**src/rtl/ldu_pkg.sv**
```systemverilog
// Package: shared constants, field positions and the decoded-instruction type
// for the load-use interlock. Assumes a fixed 32-bit three-register format.
package ldu_pkg;
    localparam int INSTR_W = 32;
    localparam int OP_W    = 6;
    localparam int REG_W   = 5;
    localparam int OP_LSB  = INSTR_W - OP_W;
    localparam int RS_LSB  = OP_LSB - REG_W;
    localparam int RT_LSB  = RS_LSB - REG_W;

    localparam logic [OP_W-1:0] OPC_RTYPE  = 6'h00;
    localparam logic [OP_W-1:0] OPC_BEQ    = 6'h04;
    localparam logic [OP_W-1:0] OPC_BNE    = 6'h05;
    localparam logic [OP_W-1:0] OPC_IMM_LO = 6'h08;
    localparam logic [OP_W-1:0] OPC_IMM_HI = 6'h0F;
    localparam logic [OP_W-1:0] OPC_LOAD   = 6'h23;
    localparam logic [OP_W-1:0] OPC_STORE  = 6'h2B;

    typedef struct packed {
        logic             is_load;
        logic             src_rs;
        logic             src_rt;
        logic [REG_W-1:0] rs;
        logic [REG_W-1:0] rt;
    } dec_t;
endpackage

```
**src/rtl/ldu_decode.sv**
```systemverilog
// Decoder: splits one instruction word into register fields and flags that
// say whether it is a load and which of rs/rt it reads as sources.
// Assumes the opcode occupies the top OP_W bits of the word.
module ldu_decode
    import ldu_pkg::*;
(
    input  logic [INSTR_W-1:0] instr,
    output dec_t               dec
);
    logic [OP_W-1:0] opc;
    logic            cls_r, cls_br, cls_imm, cls_ld, cls_st;

    // Classify the opcode into instruction groups.
    always_comb begin
        opc     = instr[INSTR_W-1 -: OP_W];
        cls_r   = (opc == OPC_RTYPE);
        cls_br  = (opc == OPC_BEQ) || (opc == OPC_BNE);
        cls_imm = (opc >= OPC_IMM_LO) && (opc <= OPC_IMM_HI);
        cls_ld  = (opc == OPC_LOAD);
        cls_st  = (opc == OPC_STORE);
    end

    // Build the decoded record; rt is a source only for R-type, store, branch.
    always_comb begin
        dec.is_load = cls_ld;
        dec.src_rs  = cls_r | cls_br | cls_imm | cls_ld | cls_st;
        dec.src_rt  = cls_r | cls_br | cls_st;
        dec.rs      = instr[RS_LSB +: REG_W];
        dec.rt      = instr[RT_LSB +: REG_W];
    end
endmodule

```
**src/rtl/ldu_match.sv**
```systemverilog
// Comparator: raises hazard when a load producer's destination (rt, nonzero)
// equals any register the consumer reads. Purely combinational.
module ldu_match
    import ldu_pkg::*;
#(
    parameter int N_SRC = 2
) (
    input  dec_t prod,
    input  dec_t cons,
    output logic hazard
);
    logic [N_SRC-1:0]       hit;
    logic [REG_W-1:0]       src_reg [N_SRC];
    logic [N_SRC-1:0]       src_en;

    // Gather the consumer's candidate source operands.
    always_comb begin
        src_reg[0] = cons.rs;
        src_en[0]  = cons.src_rs;
        src_reg[1] = cons.rt;
        src_en[1]  = cons.src_rt;
    end

    // One comparator per source operand.
    for (genvar g = 0; g < N_SRC; g++) begin : g_cmp
        assign hit[g] = src_en[g] && (src_reg[g] == prod.rt);
    end

    // Combine: only a load with a nonzero destination can cause a hazard.
    always_comb begin
        hazard = prod.is_load && (prod.rt != '0) && (|hit);
    end
endmodule

```
**src/rtl/ldu_interlock.sv**
```systemverilog
// Top: load-use interlock. Decodes the ID/EX and IF/ID instruction copies,
// detects a load-use hazard and issues a one-cycle stall plus bubble.
// Assumes a surrounding pipeline that puts a bubble in ID/EX after a stall;
// the registered flag enforces the single-cycle stall independently of that.
module ldu_interlock
    import ldu_pkg::*;
(
    input  logic               clk,
    input  logic               rst_n,
    input  logic [INSTR_W-1:0] ifid_instr,
    input  logic [INSTR_W-1:0] idex_instr,
    output logic               pc_write,
    output logic               ifid_write,
    output logic               idex_bubble
);
    dec_t prod_d, cons_d;
    logic hazard;
    logic stall;
    logic stalled_q;

    ldu_decode u_dec_prod (.instr(idex_instr), .dec(prod_d));
    ldu_decode u_dec_cons (.instr(ifid_instr), .dec(cons_d));

    ldu_match #(.N_SRC(2)) u_match (
        .prod   (prod_d),
        .cons   (cons_d),
        .hazard (hazard)
    );

    // Stall only out of reset and not in the cycle right after a stall.
    always_comb begin
        stall = rst_n && hazard && !stalled_q;
    end

    // Remember that the previous cycle stalled.
    always_ff @(posedge clk) begin
        if (!rst_n) stalled_q <= 1'b0;
        else        stalled_q <= stall;
    end

    // Drive the pipeline controls from the stall decision.
    always_comb begin
        pc_write    = !stall;
        ifid_write  = !stall;
        idex_bubble = stall;
    end
endmodule

```
**config.mk**
```make
export PLATFORM = sky130hd
export DESIGN_NAME = ldu_interlock
export DESIGN_NICKNAME = d
export VERILOG_FILES = /design/src/rtl/ldu_pkg.sv /design/src/rtl/ldu_decode.sv /design/src/rtl/ldu_match.sv /design/src/rtl/ldu_interlock.sv
export SDC_FILE = /design/constraint.sdc
export NUM_CORES = 1
export LEC_CHECK = 0
export ABC_AREA = 0
export BUFFER_PORTS_ARGS = -buffer_cell sky130_fd_sc_hd__buf_4
export CORE_MARGIN = 2
export CORE_UTILIZATION = 21
export CTS_BUF_LIST = sky130_fd_sc_hd__clkbuf_8 sky130_fd_sc_hd__clkbuf_16
export DETAILED_ROUTE_END_ITERATION = 12
export PLACE_DENSITY = 0.78
export SLEW_MARGIN = 10
export SYNTH_ARGS = -nofsm -noshare
export SYNTH_HDL_FRONTEND = slang
export SYNTH_SLANG_ARGS = --single-unit
```
**constraint.sdc**
```tcl
create_clock -name clk -period 1.51 [get_ports clk]
set_clock_uncertainty 0.05 [all_clocks]
set_input_delay 0.151 -clock clk [delete_from_list [all_inputs] [get_ports clk]]
set_output_delay 0.151 -clock clk [all_outputs]
set_load 0.005 [all_outputs]
```
==> flow_metrics.tcl <==
set metrics [dict create \
    slew_viol_final 0 \
    p_sw_share_pct 32.0 \
    ant_nets 0 \
    synth_cell_types 20 \
    synthArstFlopShare_pct 0 \
    hold_depth 2 \
    ys_ff_latch 1 \
    crit_fanout 3 \
    via_per_inst 4.26 \
    nNetsFinal 131 \
    postCtsSetupRepairBufs 0 \
    syn_nets 99 \
    utilization_pct 44.4 \
    die-area_sq_um 1640 \
    synthSimpleGateAreaFrac_pct 39.9 \
    synth_edf_count 0 \
    min_period_ns 1.48 \
    clkLatencyLatePin_ns 0 \
    port_buffers 31 \
    first_pass_iters 2 \
    drt_iter0_drc 2 \
    p_leak_nw 0.238 \
    yosys-top-cells-count "6 x xnor2_1, 4 x xor2_1, 3 x nor2_1" \
    synthFlopType "dfxtp_1" \
    wire_per_inst_microns 9.51 \
    min_period_over_period_pct 97.8 \
    yosysTopAreaCellShare_pct 18.8 \
    top_register "stalled_q" \
    area_delta_synth_final_pct 102 \
    drive_gt1_share_pct 63.5 \
    syn_inst 33 \
    io_pins 69 \
    tightest_slew_ns 0.289 \
    synth_area_per_cell_sq_um 8.46 \
    p_switching_w 0.0000473 \
    relSlewSlack_pct 80.7 \
    yosys_warnings 0 \
    drt-total-wl_microns 742 \
    grt-ovfl-total 0 \
    syn_area_sq_um 279 \
    yosysSeqAreaShare_pct 7.17 \
    critPathKind "in2out" \
    grt_pass1_wl_microns 883 \
    diodes 0 \
    end_kind "primary output" \
    setup_ws_ns 0.0329 \
    max_cap_viol_count 0 \
    stdcell_count 78 \
    outcome "finished, final reports clean" \
    p_seq_share_pct 18.3 \
    grt_pass1_vias 260 \
    place_ws_ns -0.0209 \
    antenna_found_initial 0 \
    yosysMostFrequentCell "xnor2_1" \
    placedInstanceArea_sq_um 523 \
    stdcell_area_sq_um 563 \
    holdCritPathClass "reg2reg" \
    dp.cells 78 \
    clock_power_share_pct 0 \
    core_sq_um 1270 \
    synthAdderAreaFrac_pct 0 \
    critPathLaunchType "primary input" \
    drc 0 \
    synth_area_leaders "xnor2_1 19%, xor2_1 13%, nor4_4 7.6%" \
    intPower_w 0.000100 \
    via_count 332 \
    place_congestion 0.613 \
    rows 13 \
    grt_use_total_pct 7.66 \
    initial_core_util_pct 22.0 \
    required_ns 1.31 \
    fp.dieH_microns 40.5 \
    setup_viol 0 \
    clkTransAtPathRegs_ns 0 \
    grt_max_degree 5 \
    fmax_ghz 0.677 \
    die_w_microns 40.5 \
    power_density_nw_per_um2 262 \
    hold_violations 0 \
    combPwrFrac_pct 81.7 \
    reg_top3 "stalled_q: 1 flops" \
    arrival_ns 1.28 \
    largest_reg_flops 1 \
    yosys-mux-area-fraction_pct 0 \
    synth-xor-area-share_pct 31.4 \
    tns_ns 0 \
    yosysTopAreaCell "xnor2_1" \
    synth_compound_area_share_pct 16.1 \
    synth_top_family_by_area "simple AND/OR/NAND/NOR gates" \
    ff2ff_path_depth 2 \
    vdd_ir_drop_max_mv 0.123 \
]
-- placed cells by master (no fill, tap or decap) --
cell / count
a221oi_2: 1
and4b_1: 1
buf_4: 31
nor4b_2: 1
xnor2_1: 6
a32oi_2: 1
nand3b_1: 1
nor4_4: 3
nand2_1: 1
nor2_1: 2
o21a_1: 2
nand3_1: 2
inv_1: 2
xor2_1: 4
nor2_2: 1
o21ai_2: 1
dfxtp_1: 1
nand2b_1: 1
or4_4: 1
-- metrics by stage --
step / hold slack (ns) / power [W]
2_1_floorplan: 0.331 / 0.0000695
3_3_place_gp: 0.448 / 0.000138
3_5_place_dp: 0.459 / 0.000140
4_1_cts: 0.458 / 0.000140
5_1_grt: 0.532 / 0.000157
6_report: 0.506 / 0.000148
-- layout make-up --
cell class | instances | area, sq um
fill | 131 | 706
multi-input combinational | 29 | 284
timing repair buffer | 31 | 233
sequential | 1 | 20.0
tap | 15 | 18.8
inverter | 2 | 7.51
-- path summary, 6_finish.rpt --
check                                       endpoint            startpoint  slack [ns]
worst max-delay path                     idex_bubble        idex_instr[17]        0.03
worst min-delay path            stalled_q$_SDFF_PN0_  stalled_q$_SDFF_PN0_        0.51
worst max register to register  stalled_q$_SDFF_PN0_  stalled_q$_SDFF_PN0_        0.60
worst min register to register  stalled_q$_SDFF_PN0_  stalled_q$_SDFF_PN0_        0.51
-- worst max-delay path, stage by stage --
cell and delay, ns:
buf_4 0.12, or4_4 0.53, nor2_2 0.17, nor4_4 0.07, o21a_1 0.10, buf_4 0.13
-- per-layer routing --
layer / global-route usage (%) / vias up / wire [microns]
li1: - / 182 / -
met1: 8.65 / 133 / 299
met2: 16.3 / 17 / 360
met3: 0 / 0 / 83
met4: 0 / 0 / 0
met5: 0 / - / 0
-- power by group through the flow --
stage	Combinational [W]	Clock [W]	Sequential (W)
2_1_floorplan	0.0000425	0	0.0000270
3_3_place_gp	0.000111	0	0.0000270
3_5_place_dp	0.000113	0	0.0000270
4_1_cts	0.000113	0	0.0000270
5_1_grt	0.000130	0	0.0000270
6_report	0.000121	0	0.0000270
-- repair_timing --
item | in CTS | in global routing
setup endpoints to repair | 2 | 2
resized for setup | 1 | 7
pin swaps | 0 | 1
hold buffers | 0 | 0
-- cells by family after synthesis --
logic type	Yosys count
XOR/XNOR	10
flip-flops	1
AND/OR/NAND/NOR	14
AO/OA/AOI/OAI	5
buffers and inverters	3
Note: power is estimated with default switching activity, not from simulation.
